===== config.mk =====
export PLATFORM = sky130hd
export DESIGN_NAME = sr_wp_ctrl
export DESIGN_NICKNAME = d
export VERILOG_FILES = /design/src/rtl/sr_wp_ctrl.sv
export SDC_FILE = /design/constraint.sdc
export NUM_CORES = 1
export LEC_CHECK = 0
export BUFFER_PORTS_ARGS = -buffer_cell sky130_fd_sc_hd__buf_2
export CELL_PAD_IN_SITES_DETAIL_PLACEMENT = 2
export CELL_PAD_IN_SITES_GLOBAL_PLACEMENT = 2
export CORE_MARGIN = 1
export CORE_UTILIZATION = 16
export CTS_BUF_LIST = sky130_fd_sc_hd__clkbuf_2 sky130_fd_sc_hd__clkbuf_4 sky130_fd_sc_hd__clkbuf_8
export CTS_CLUSTER_SIZE = 14
export DETAILED_ROUTE_END_ITERATION = 8
export MAX_ROUTING_LAYER = met4
export PLACE_DENSITY_LB_ADDON = 0.1
export SLEW_MARGIN = 20
export SYNTH_ARGS = -nofsm -noshare
export SYNTH_HDL_FRONTEND = slang
export SYNTH_SLANG_ARGS = --single-unit

===== constraint.sdc =====
create_clock -name clk -period 1.6 [get_ports clk]
set_input_delay 0.08 -clock clk [delete_from_list [all_inputs] [get_ports clk]]
set_output_delay 0.08 -clock clk [all_outputs]
set_load 0.01 [all_outputs]

===== src/rtl/sr_wp_ctrl.sv =====
module sr_wp_ctrl #(
  parameter int SR_W     = 16,
  parameter int QE_POS   = 9,
  parameter int MODE_HI  = 8,
  parameter int MODE_LO  = 7
) (
  input  logic            clk,
  input  logic            rst_n,
  input  logic            wr_req,
  input  logic [SR_W-1:0] wr_data,
  input  logic            wel,
  input  logic            wp_n,
  input  logic            pwr_up,
  input  logic            init_def,
  output logic [SR_W-1:0] sr_q,
  output logic            wr_ack,
  output logic            wr_nak,
  output logic            wel_clr,
  output logic            quad_en
);

  logic qe, m_hi, m_lo;

  wire pin_ok  = qe | wp_n;
  wire blocked = m_hi | (m_lo & ~pin_ok);
  wire take    = wr_req & ~pwr_up & ~init_def;
  wire grant   = take & wel & ~blocked;
  wire otp     = m_hi & m_lo;

  always_ff @(posedge clk or negedge rst_n) begin
    if (!rst_n) begin
      qe      <= 1'b0;
      m_hi    <= 1'b0;
      m_lo    <= 1'b0;
      wr_ack  <= 1'b0;
      wr_nak  <= 1'b0;
      wel_clr <= 1'b0;
    end else begin
      wr_ack  <= grant;
      wr_nak  <= take & ~grant;
      wel_clr <= take;
      if (pwr_up) begin
        if (m_hi & ~m_lo) begin
          m_hi <= 1'b0;
          m_lo <= 1'b0;
        end
      end else if (init_def) begin
        if (!otp) begin
          qe   <= 1'b0;
          m_hi <= 1'b0;
          m_lo <= 1'b0;
        end
      end else if (grant) begin
        qe   <= wr_data[QE_POS];
        m_hi <= wr_data[MODE_HI];
        m_lo <= wr_data[MODE_LO];
      end
    end
  end

  always_comb begin
    sr_q          = '0;
    sr_q[QE_POS]  = qe;
    sr_q[MODE_HI] = m_hi;
    sr_q[MODE_LO] = m_lo;
  end

  assign quad_en = qe;

endmodule


# --- Word level (Yosys, flattened, before mapping) ---
# Cells that the tools add are included.
word_totals:
  register_bits: 6
  input_bits: 23
  out_inout_bits: 20
  wordCells: 39
classes:
  n_eq_ne: 3
  mux: 10
  bitwise: 16
  reduce_logical: 4
ops:
  columns: ["cell", "count"]
  rows:
  - ["$mux W1", 10]
  - ["$and A1 B1 Y1", 8]
  - ["$not A1 Y1", 6]
  - ["$reduce_and A3 Y1", 2]
  - ["$ne A3 B3 Y1 const B", 1]
  - ["$reduce_bool A3 Y1", 1]
  - ["$ne A2 B1 Y1 const B", 1]
  - ["$ne A2 B2 Y1 const B", 1]
  - ["$or A1 B1 Y1", 2]
  - ["$reduce_bool A2 Y1", 1]

# --- Depth between registers and ports, before layout ---
depth:
  word_depth: 9
  mapped_depth: 3
  ltp_nobuf: 3

# --- Worst setup path after synthesis ---
# Ideal clock, no wire load.
synth_timing:
  path_kind: "register -> register"
  start: "register m_hi"
  end: "register qe, in the netlist quad_en"
  setup_ps: 77
  t_arrival_ps: 1072
  required_ps: 1523
  path_slack_ps: 450
  stages_incl_launch_ff: 4
  path_buffers: 0
  synth_period_minus_slack_ps: 1150
  path_cell_list: "dfrtp_1 -> nand2b_1 -> a2111o_1 -> a21oi_1"
synth_via:
  elab_chain_cells: 5
  word_cells_on_any_way: 7
  cone_classes: "eq/ne (1); bitwise (4); reduce/logical (2)"
synth_lines:
  columns: ["element", "line_no", "source"]
  rows:
  - ["start, declared", "22", "logic qe, m_hi, m_lo;"]
  - ["start signal, assigned", "55", "m_hi <= wr_data[MODE_HI];"]
  - ["$or A1 B1 Y1", "25", "wire blocked = m_hi | (m_lo & ~pin_ok);"]
  - ["$not A1 Y1", "27", "wire grant = take & wel & ~blocked;"]
  - ["$and A1 B1 Y1", "27", null]
  - ["$reduce_bool A2 Y1 (no source line)", null, null]
  - ["$reduce_and A3 Y1 (no source line) *", null, null]
  - ["end signal, assigned", "54", "qe <= wr_data[QE_POS];"]
  - ["end, declared", "22", null]
# Mark *: on every way between the ends. The rest lies on a longest branch, timed or not.
# A chain may end at the register's enable or synchronous reset.

# --- Worst setup path in the final report ---
layout_timing:
  start: "register m_hi"
  end: "register m_lo"
layout_via:
  elab_chain_cells: 5
  word_cells_on_any_way: 9
  cone_classes: "eq/ne (2); bitwise (5); reduce/logical (2)"
layout_lines:
  columns: ["element", "line_no", "source"]
  rows:
  - ["$or A1 B1 Y1", "25", null]
  - ["$not A1 Y1", "27", null]
  - ["$and A1 B1 Y1", "27", null]
  - ["named net grant", "27", null]
  - ["$reduce_bool A3 Y1 (no source line)", null, null]
  - ["$reduce_and A3 Y1 (no source line)", null, null]
  - ["end signal, assigned", "56", "m_lo <= wr_data[MODE_LO];"]
  - ["end, declared", "22", null]
# The timed path passes the listed nets, and every way through them passes these cells.

==> flow_summary.toml <==
[clock_network]
worstSkewPairLatency_ps = 240
ctsHoldBuffers = 1
cts.sinks = 6
path_clk_slew_ps = 40
cts-htree-levels = 1
cts-resized-gates = 0
cts-buffers-inserted = 3
postCtsSetupRepairBufs = 0
cts-root-buf = "clkbuf_4"
clockBufferDepth = 2
cts_tree = "done"

[global_route]
grt_max_degree = 8
antenna_found_initial = 0
grt_pass1_wl_mm = 1.15
grt.overflow.total = 0
grt_pass1_vias = 268
grt_use_total = 0.0643

[hold_path]
hold_class = "input pin to register"

[timing]
hold_viol = 0
setup_viol = 0
skew_ps = 0.372
rsz0062_at_grt = "no"
finalWorstSetupSlack_ps = 341
max_freq_mhz = 795
setup_tns_ps = 0
fin_crit_sh = 0.787
drv_slew = 0
fin_crit_ps = 1260

[layout]
n_antenna_cell = 0
fin_nets = 83
fillerInstances = 264
final_cell_count_no_fill = 86
area_delta_synth_final_pct = 18.4
drive_gt1_frac = 0.362

[synth]
synth_warnings = 0
ys_types = 14
syn-mean-instance-area_um2 = 9.41
ys_ff_latch = 6
synthCells = 42
syn_area_um2 = 395
yosysSeqAreaShare = 0.380

[floorplan]
fp.dieH_um = 51.7
fp.dieW_um = 51.7
rows = 17
core_area_mm2 = 0.00228
initial_core_util = 0.174
io_pins = 43
dieArea_mm2 = 0.00267

[critical_path]
crit_required_ps = 1770
setup.worst_path.class = "register to register"
arrival_ps = 1430
worstSetupEndpointType = "register"
start_kind = "register"
critPathMaxFanout = 6

[run]
maxCapViolations = 0

[detailed_routing]
wl_per_cell_um = 8.53
firstDrtPassIters = 2
via_count = 293
drcViolationCount = 0
drtIter0Drc = 1
drtAntennaViolNets = 0
drt_wl_total_um = 734
vias_per_cell = 3.41

[power]
leakage_nw = 0.271
peakVddDrop_mv = 0.308
power.density_mw_per_mm2 = 773

[place]
dp_hpwl_um = 633
portBuffers = 16
dp_cells = 82
dpl_worst_slack_ps = 316
gp_congestion = 0.660

[outcome]
outcome = "finished clean"
==> cell usage in the layout (no fill, tap or decap), drive strengths merged <==
cell         synthesis  layout
buf                 16      16
conb                 1      13
dfrtp                6       6
inv                  3       3
nor2                 3       3
a21oi                3       3
clkbuf               0       3
nand2b               2       2
o21ai                2       2
or3b                 1       1
a211oi               1       1
mux2i                1       1
a2111o               1       1
o22a                 1       1
o21a                 1       1
dlygate4sd3          0       1
==> cell type report <==
cell class | count | area [um^2] | share of cell area
clock buffers | 3 | 22.5 | 0.0481
flip-flops and latches | 6 | 150 | 0.321
repair buffers | 17 | 90.1 | 0.193
inverters | 3 | 11.3 | 0.0241
well taps | 28 | 35.0 | 0.0749
multi-input cells | 29 | 159 | 0.340
==> where the power goes <==
group	internal (W)	switching [W]	leakage [nW]	total [W]
clock network	0.0000847	0.0000530	0.0138	0.000138
registers	0.000158	0.00000552	0.0821	0.000164
logic	0.0000231	0.0000372	0.175	0.0000603
total	0.000266	0.0000957	0.271	0.000362
==> metrics by stage <==
step	instance area, um^2	util	total power, W	hold slack, ps
floorplan	440	-	0.000227	-216
global placement	435	0.191	0.000225	-87.7
detailed placement	435	0.191	0.000225	-91.5
CTS	468	0.206	0.000371	68.7
global route	468	0.206	0.000386	86.4
finish	468	0.206	0.000362	70.2
==> cell families (layout without fill, tap and decap cells) <==
logic type	Yosys count	after routing	share of synthesized area
simple gates	6	6	0.0886
flops	6	6	0.380
buf+inv	19	23	0.332
compound gates	9	9	0.165
mux	1	1	0.0253
other cells	1	13	0.00948
==> worst max-delay path: stages, from the launching register on <==
cell and delay, ps:
dfrtp_1 420, nand2b_1 220, a211oi_2 340, mux2i_1 210
==> cell usage after synthesis <==
cell type  instances  area [um^2]
dfrtp_1            6          150
o21a_1             1         7.51
inv_1              3         11.3
nor2_1             3         11.3
a21oi_1            3         15.0
buf_4             16          120
mux2i_1            1         10.0
a211oi_2           1         12.5
nand2b_1           2         12.5
o21ai_0            2         10.0
o22a_1             1         8.76
a2111o_1           1         11.3
conb_1             1         3.75
or3b_4             1         11.3
==> layer usage <==
| metal | vias to the layer above | global-route usage | routed length, um | part of all wire |
|---|---|---|---|---|
| li1 | 140 | - | - | - |
| met1 | 135 | 0.0677 | 293 | 0.40 |
| met2 | 18 | 0.0909 | 334 | 0.46 |
| met3 | 0 | 0.0556 | 107 | 0.15 |
| met4 | 0 | 0.0135 | 0 | 0 |
| met5 | - | - | 0 | 0 |
==> worst paths after layout <==
check / start / to / slack [ps] / depth (start not counted)
max in group asynchronous: rst_n / m_hi / 1260 / 2
min: wr_data[7] / m_lo / 70 / 3
max: m_hi / m_lo / 340 / 3
max reg2reg: m_hi / m_lo / 340 / 3
min in group asynchronous: rst_n / wel_clr / 200 / 2
min reg2reg: quad_en / quad_en / 580 / 2
==> registers in the layout (all words and copies together), names as in the netlist <==
name and cells:
m_hi 1, m_lo 1, wel_clr 1, wr_nak 1
quad_en 1, wr_ack 1
Note: power is estimated with default switching activity, not from simulation.
